`src/rtl/acg_pkg.sv`:
```
`timescale 1ns/1ps
package acg_pkg;
  localparam int N_OUT  = 5;
  localparam int O_MCLK = 0;
  localparam int O_RBCK = 1;
  localparam int O_RLR  = 2;
  localparam int O_SBCK = 3;
  localparam int O_SLR  = 4;

  // crystal mode: tick = 2x source, so 12.288 MHz from a 24.576 MHz crystal
  // is a period of 4 ticks (bit 1); 192 kHz is 256 ticks (bit 7)
  localparam int OSC_BCK_TAP = 1;
  localparam int OSC_LR_TAP  = 7;

  typedef struct packed {
    logic       osc_mode;
    logic       osc_fast;
    logic [1:0] mclk_sel;
    logic [1:0] rbck_sel;
    logic [1:0] rlr_sel;
    logic [1:0] sbck_sel;
    logic [1:0] slr_sel;
    logic [4:0] pol;
  } acg_cfg_t;

  localparam acg_cfg_t CFG_RESET = '{
    osc_mode: 1'b0, osc_fast: 1'b1, mclk_sel: 2'd0, rbck_sel: 2'd0,
    rlr_sel: 2'd0, sbck_sel: 2'd1, slr_sel: 2'd1, pol: 5'd0};

  // codes above 2 behave as 2
  function automatic int clamp2(input logic [1:0] s);
    return (s > 2'd2) ? 2 : int'(s);
  endfunction

  // counter bit that carries the master clock
  function automatic int mclk_tap(input acg_cfg_t c);
    return clamp2(c.mclk_sel);
  endfunction

  // counter bit for a bit clock; pll_tap is the synthesizer-mode choice
  function automatic int bck_tap(input acg_cfg_t c, input logic [1:0] sel,
                                 input int pll_tap);
    if (!c.osc_mode) return pll_tap;
    return OSC_BCK_TAP + clamp2(sel) - (c.osc_fast ? 0 : 1);
  endfunction

  // counter bit for a frame clock
  function automatic int lr_tap(input acg_cfg_t c, input logic [1:0] sel,
                                input int pll_tap);
    if (!c.osc_mode) return pll_tap;
    return OSC_LR_TAP + clamp2(sel) - (c.osc_fast ? 0 : 1);
  endfunction

  // lower tap = faster clock; crystal mode demands at least a factor two
  function automatic logic bck_blocked(input acg_cfg_t c, input int btap,
                                       input int mtap);
    return c.osc_mode ? (btap <= mtap) : (btap < mtap);
  endfunction
endpackage

```
`src/rtl/acg_div_counter.sv`:
```
`timescale 1ns/1ps
module acg_div_counter #(
  parameter int CNT_W = 12
) (
  input  logic             clk,
  input  logic             rst,
  output logic [CNT_W-1:0] cnt,
  output logic             wrap
);
  always_ff @(posedge clk) begin
    if (rst) cnt <= '0;
    else     cnt <= cnt + 1'b1;
  end

  // high on the tick whose edge takes the counter back to zero
  assign wrap = &cnt;


  wrap_zero_chk: assert property (@(posedge clk) disable iff (rst)
    wrap |=> (cnt == '0));
endmodule

```
`src/rtl/acg_cfg_hold.sv`:
```
`timescale 1ns/1ps
module acg_cfg_hold
  import acg_pkg::*;
(
  input  logic     clk,
  input  logic     rst,
  input  logic     wrap,
  input  acg_cfg_t cfg_in,
  output acg_cfg_t cfg_q
);
  always_ff @(posedge clk) begin
    if (rst)       cfg_q <= CFG_RESET;
    else if (wrap) cfg_q <= cfg_in;
  end


  cfg_still_chk: assert property (@(posedge clk) disable iff (rst)
    !wrap |=> $stable(cfg_q));
endmodule

```
`src/rtl/acg_tap_decode.sv`:
```
`timescale 1ns/1ps
module acg_tap_decode
  import acg_pkg::*;
#(
  parameter int FS_LOG2 = 10,
  parameter int TAP_W   = 4
) (
  input  acg_cfg_t                      cfg,
  output logic [N_OUT-1:0][TAP_W-1:0]   tap,
  output logic [N_OUT-1:0]              en
);
  // synthesizer mode: one fs spans 2^FS_LOG2 ticks
  localparam int PLL_RBCK_TAP  = FS_LOG2 - 7;  // 64fs
  localparam int PLL_RLR_TAP   = FS_LOG2 - 1;  // fs
  localparam int PLL_SBCK_TAP0 = FS_LOG2 - 8;  // 128fs at code 0
  localparam int PLL_SLR_TAP0  = FS_LOG2 - 2;  // 2fs at code 0

  int m_t, rb_t, sb_t;

  always_comb begin
    m_t  = mclk_tap(cfg);
    rb_t = bck_tap(cfg, cfg.rbck_sel, PLL_RBCK_TAP);
    sb_t = bck_tap(cfg, cfg.sbck_sel, PLL_SBCK_TAP0 + int'(cfg.sbck_sel));
    tap[O_MCLK] = TAP_W'(m_t);
    tap[O_RBCK] = TAP_W'(rb_t);
    tap[O_SBCK] = TAP_W'(sb_t);
    tap[O_RLR]  = TAP_W'(lr_tap(cfg, cfg.rlr_sel, PLL_RLR_TAP));
    tap[O_SLR]  = TAP_W'(lr_tap(cfg, cfg.slr_sel,
                                PLL_SLR_TAP0 + int'(cfg.slr_sel)));
    en          = '1;
    en[O_RBCK]  = !bck_blocked(cfg, rb_t, m_t);
    en[O_SBCK]  = !bck_blocked(cfg, sb_t, m_t);
  end
endmodule

```
`src/rtl/acg_pin_gen.sv`:
```
`timescale 1ns/1ps
module acg_pin_gen #(
  parameter int   CNT_W    = 12,
  parameter int   TAP_W    = 4,
  parameter logic IS_FRAME = 1'b0
) (
  input  logic             clk,
  input  logic             rst,
  input  logic [CNT_W-1:0] cnt,
  input  logic [TAP_W-1:0] tap,
  input  logic             en,
  input  logic             pol,
  output logic             pin,
  output logic             stb,
  output logic             lvl
);
  logic lvl_d, pin_d;

  // frame clocks are the inverted tap so they rise when the counter wraps
  always_comb begin
    lvl_d = en & (cnt[tap] ^ IS_FRAME);
    pin_d = lvl_d ^ pol;
  end

  always_ff @(posedge clk) begin
    if (rst) begin
      pin <= 1'b0;
      stb <= 1'b0;
      lvl <= 1'b0;
    end else begin
      pin <= pin_d;
      stb <= pin_d & ~pin;
      lvl <= lvl_d;
    end
  end


  stb_rise_chk: assert property (@(posedge clk) disable iff (rst)
    stb |-> (pin && !$past(pin)));


  idle_level_chk: assert property (@(posedge clk) disable iff (rst)
    !en |=> (pin == $past(pol)));
endmodule

```
`src/rtl/audio_clk_ratio_gen.sv`:
```
`timescale 1ns/1ps
module audio_clk_ratio_gen
  import acg_pkg::*;
#(
  parameter int FS_LOG2 = 10
) (
  input  logic       clk,
  input  logic       rst,
  input  logic       osc_mode,
  input  logic       osc_fast,
  input  logic [1:0] mclk_sel,
  input  logic [1:0] rbck_sel,
  input  logic [1:0] rlr_sel,
  input  logic [1:0] sbck_sel,
  input  logic [1:0] slr_sel,
  input  logic [4:0] pol_inv,
  output logic       mclk_o,
  output logic       rbck_o,
  output logic       rlrck_o,
  output logic       sbck_o,
  output logic       slrck_o,
  output logic [4:0] edge_stb
);
  localparam int CNT_W = FS_LOG2 + 2;     // longest frame is fs/4
  localparam int TAP_W = $clog2(CNT_W);

  logic [CNT_W-1:0]            cnt;
  logic                        wrap;
  acg_cfg_t                    cfg_in, cfg_q;
  logic [N_OUT-1:0][TAP_W-1:0] tap;
  logic [N_OUT-1:0]            en;
  logic [N_OUT-1:0]            pin, stb, lvl;

  assign cfg_in = '{osc_mode: osc_mode, osc_fast: osc_fast,
                    mclk_sel: mclk_sel, rbck_sel: rbck_sel,
                    rlr_sel: rlr_sel, sbck_sel: sbck_sel,
                    slr_sel: slr_sel, pol: pol_inv};

  acg_div_counter #(.CNT_W(CNT_W)) u_cnt (
    .clk(clk), .rst(rst), .cnt(cnt), .wrap(wrap));

  acg_cfg_hold u_cfg (
    .clk(clk), .rst(rst), .wrap(wrap), .cfg_in(cfg_in), .cfg_q(cfg_q));

  acg_tap_decode #(.FS_LOG2(FS_LOG2), .TAP_W(TAP_W)) u_dec (
    .cfg(cfg_q), .tap(tap), .en(en));

  for (genvar i = 0; i < N_OUT; i++) begin : g_pin
    acg_pin_gen #(
      .CNT_W(CNT_W), .TAP_W(TAP_W),
      .IS_FRAME((i == O_RLR) || (i == O_SLR))
    ) u_pin (
      .clk(clk), .rst(rst), .cnt(cnt), .tap(tap[i]), .en(en[i]),
      .pol(cfg_q.pol[i]), .pin(pin[i]), .stb(stb[i]), .lvl(lvl[i]));
  end

  assign mclk_o   = pin[O_MCLK];
  assign rbck_o   = pin[O_RBCK];
  assign rlrck_o  = pin[O_RLR];
  assign sbck_o   = pin[O_SBCK];
  assign slrck_o  = pin[O_SLR];
  assign edge_stb = stb;


  rx_frame_edge_chk: assert property (@(posedge clk) disable iff (rst)
    $rose(lvl[O_RLR]) |-> (!lvl[O_RBCK] && !lvl[O_MCLK]));


  sec_frame_edge_chk: assert property (@(posedge clk) disable iff (rst)
    $rose(lvl[O_SLR]) |-> (!lvl[O_SBCK] && !lvl[O_MCLK]));
endmodule

```
`config.mk`:
```
export PLATFORM = sky130hd
export DESIGN_NAME = audio_clk_ratio_gen
export DESIGN_NICKNAME = d
export VERILOG_FILES = /design/src/rtl/acg_pkg.sv /design/src/rtl/acg_div_counter.sv /design/src/rtl/acg_cfg_hold.sv /design/src/rtl/acg_tap_decode.sv /design/src/rtl/acg_pin_gen.sv /design/src/rtl/audio_clk_ratio_gen.sv
export SDC_FILE = /design/constraint.sdc
export NUM_CORES = 1
export LEC_CHECK = 0
export ABC_AREA = 1
export CAP_MARGIN = 10
export CORE_AREA = 2 2 75 77
export DETAILED_ROUTE_END_ITERATION = 8
export DIE_AREA = 0 0 77 79
export GPL_ROUTABILITY_DRIVEN = 0
export PLACE_DENSITY = 0.93
export SETUP_SLACK_MARGIN = 0.2
export SLEW_MARGIN = 30
export SYNTH_ARGS = -nofsm -noshare
export SYNTH_HDL_FRONTEND = slang
export SYNTH_HIERARCHICAL = 1
export SYNTH_SLANG_ARGS = --single-unit
```
`constraint.sdc`:
```
create_clock -name clk -period 5.6 [get_ports clk]
set_input_delay 0.56 -clock clk [delete_from_list [all_inputs] [get_ports clk]]
set_output_delay 0.56 -clock clk [all_outputs]
set_load 0.005 [all_outputs]
```
After elaboration in Yosys (flattened, before gate mapping)
Cells that the tools add are included.
- logic and storage cells: 88
- memories kept: 0
- ROM bits: 0
- RAM bits: 0
- input port bits: 19
- latch bits: 0
- output and inout port bits: 10
- flip-flop bits (word level): 39
- bitwise gates (word level): 19
- equality and inequality tests: 0
- shifts and indexed selects: 0
- order comparisons: 14
- div/mod/pow operators: 0
- $mul: 0
- reduce and logical (&&, ||, !) cells: 3
- multiplexer cells: 22
- $add $sub $neg: 11
- operator list (cell ; count):
    adder 2 x 32 -> 32 bit (first input constant) ; 2
    less-or-equal comparator 32 bit ; 2
    < comparator 32 bit ; 2
    two-way mux 32 bit ; 2
    subtractor 32 bit ; 2
    binary-select mux 1 bit (select 4 bit) ; 5
    < comparator 4 x 5 -> 1 bit (second input constant) ; 4
    adder 12 x 1 -> 12 bit (second input constant) ; 1
    AND reduction 12 bit ; 1
    greater-than comparator 2 bit (second input constant) ; 5
    two-way mux 2 bit ; 5
    adder 4 bit (first input constant) ; 2
    two-way mux 1 bit ; 8
    two-way mux 4 bit ; 2
    subtractor 4 bit ; 2
    bitwise AND 1 bit ; 7
    inverter 1 bit ; 7
    < comparator 2 x 5 -> 1 bit (second input constant) ; 1
    XOR 1 bit ; 5
    adder 4 x 2 -> 4 bit (first input constant) ; 1
    adder 2 x 2 -> 3 bit (first input constant) ; 1
    logical NOT 1 bit ; 2

Depth between registers and ports, before layout
- word-level depth: 11
- depth in mapped cells: 15
- depth with buffers taken out: 15

Hierarchy
The synthesis kept the hierarchy.
- modules (own cells, without submodules) (module ; cells each ; instances ; area each (um2) ; seq. area each (um2)):
    acg_pin_gen (g_pin[0].u_pin ...) ; 48 ; 3 ; 277.8 ; 60.1
    acg_cfg_hold ; 102 ; 1 ; 689.4 ; 340.3
    acg_pin_gen (g_pin[2].u_pin ...) ; 53 ; 2 ; 320.3 ; 60.1
    acg_tap_decode ; 96 ; 1 ; 554.3 ; 0.0
    acg_div_counter ; 77 ; 1 ; 543.0 ; 240.2

Worst setup path after synthesis
OpenSTA, ideal clock, no wires.
- path type: register -> register
- from: register, netlist name u_cfg/cfg_q[15]
- to: register g_pin[3].u_pin.pin
- data required time: 5489 ps
- setup slack: 3485 ps
- clock period less this slack: 2115 ps
- arrival time: 2004 ps
- library setup time: 111 ps
- path buffers: 0
- cell stages (with the launch flop): 14
- cell sequence: dfxtp_1 > inv_1 > ha_1 > ha_1 > a21boi_1 > ha_1 > inv_1 > nand2_1 > nand2_1 > nor2_1 > a21oi_2 > nand3_1 > nand3_2 > inv_1
- RTL lines (item ; line ; text):
    end signal, assigned ; acg_pin_gen.sv:31 ; pin <= pin_d;
    end, declared ; acg_pin_gen.sv:13 ; output logic pin,

==> results.md <==
- PostCTS Resize Cnt: 0
- Skew-Pair Late Insertion Delay: 0.29 ns
- Fin. max-slew vios: 0
- R2R Setup Slk: 3.08 ns
- Unrepaired setup endpoints after global routing: no
- Area of the multi-input gates: 1729 um^2
- Psw: 125.7 uW
- Crit path arrival time: 2.71 ns
- Post-Synthesis Cells: 515
- Vias in the first global route: 2,771
- Final setup viols: 0
- # hold bufs at CTS: 0
- Power Internal: 393.4 uW
- Worst hold slack: 0.4194 ns
- Slew margin rel.: 41.96%
- Post-route ant nets: 0
- Period minus WS final: 2.520 ns
- Worst min path class: reg2reg
- Worst flop-to-flop path endpoint: g_pin[3].u_pin/pin
- Warnings, synthesis: 6
- Worst-Margin Slew: 0.8674 ns
- IO Pins: 29
- Setup crit start: u_cfg/cfg_q[16]
- Share of layout cells above drive strength 1: 12.62%
- R2R cell count: 10
- Reg clk slew, reported paths: 0.08 ns
- CTS Buf Count: 5
- Maxcap violations: 0
- Initial antenna violation count: 0
- CP endpoint kind: flop
- Global route overflow: 0
- Netlist Area Pre-Place: 3142 um^2
- Placed inst area: 3377 um^2
- Total track usage: 23.30%
- Synth-to-layout area growth: 10.08%
- WL final: 6.635 mm
- Longest Clk Path Bufs: 2
- CP Class: reg2reg
- Power per standard cell area: 150.1 nW/um^2
- Overall power: 519.0 uW
- Routed vias/inst: 4.926
- Worst slack at placement: 3.126 ns
- Hold Fails Final Rpt: 0
- Register area: 780.7 um^2
- Std-Cell Rows: 27
- H-Tree Depth: 2
- Setup TNS: 0 ns
- Die Area: 6083 um^2
- Drt pass-1 iters: 5
- Status: finished, final reports clean
- Fmax achieved: 396.9 MHz
- P_leak: 0.001714 uW
- Setup ws final: 3.081 ns
- Worst Setup EP: g_pin[3].u_pin/pin
- Crit-path max FO: 17
- Total core area: 5338 um^2
- Period utilisation layout: 44.99%
- CTS tree: yes
- Setup Buffers After CTS: 0
- Mean routed wirelength per cell: 10.86 um
- Initial DRC Count: 299
- Worst R2R Start: u_cfg/cfg_q[16]
- PortBufs: 28
- Largest net degree at the start of global routing: 33
- Ant. Diodes: 0
- First-pass GRT wire length: 11.59 mm
- Initial core utilization: 58.86%
- # fillers: 503
- Clk Tree Root Cell: clkbuf_8
- Critical path startpoint category: flop
- Final instance area: 3458 um^2
- Die X: 77 um
- Via count: 3,010
- Clock Skews: 0.004929 ns
- Sequential share of power: 55.1%
- Combinational Power Share: 9.2%
- DRC Markers: 0
- DP Wirelength: 4.971 mm
- Synthesized area per cell: 6.101 um^2
- Final Net Count: 572
- Sw Ratio: 24.21%
- Most frequent cells in the layout: inv_1 (121), nand2_1 (121), nor2_1 (73), dfxtp_1 (39), nand3_1 (34)
- CTS Sinks: 39
- Die Height: 79 um
- CP required: 5.79 ns
- Hold Crit Start: g_pin[2].u_pin/pin
- Worst vdd ir: 0.1085 mV
- Clock power frac: 35.8%
[through the flow]
stage          util, %  cells
2_1_floorplan        -    520
3_3_place_gp     63.17    603
3_5_place_dp     63.27    603
4_1_cts          64.79    611
5_1_grt          64.79    611
6_report         64.79    611
[power groups by stage]
stage               Clock, uW  Combinational (uW)  Sequential [uW]
finish                    186                47.6              286
global route              202                54.5              286
CTS                       190                47.1              286
detailed placement          0                46.8              292
global placement            0                46.5              292
floorplan                   0                28.3              292
[routing by layer]
metal	vias up	share of wire (%)	GRT usage, %
li1	1544	-	-
met3	18	7.0	3.636
met1	1321	41	27.07
met2	127	49	42.37
met5	-	0	0
met4	0	2.2	10.36
[flip-flops by register name, summed over array words and instances, names as in the netlist]
| name | cells |
|---|---|
| g_pin.u_pin/pin | 5 |
| g_pin.u_pin/stb | 5 |
| u_cfg/cfg_q | 17 |
| u_cnt/cnt | 12 |
[layout make-up]
| cell class | count | area share (%) |
|---|---|---|
| timing repair buffer | 28 | 8.104 |
| sequential | 39 | 22.58 |
| inverter | 129 | 14.36 |
| multi-input combinational | 335 | 50.00 |
| clock buffer | 7 | 2.207 |
| clock inverter | 1 | 0.1447 |
| tap | 72 | 2.605 |
[worst min path at each step]
stage | end | slack (ns) | cells past startpoint
after floorplan | g_pin[0].u_pin/stb | 0.42 | 1
after global placement | g_pin[2].u_pin/stb | 0.41 | 1
after detailed placement | g_pin[2].u_pin/stb | 0.41 | 1
after CTS | g_pin[2].u_pin/stb | 0.42 | 1
after global routing | g_pin[2].u_pin/stb | 0.43 | 1
final | g_pin[2].u_pin/stb | 0.42 | 1
[worst max-delay path, cell delays in order (launching register included)]
cell and delay [ns]:
dfxtp_1 0.74, inv_4 0.10, o21ai_1 0.60, inv_1 0.11, ha_1 0.33, nand2_2 0.08
nand2_2 0.06, a21oi_2 0.16, nand3_1 0.10, nand3_2 0.09, inv_1 0.05
(Power assumes the default switching activity.)
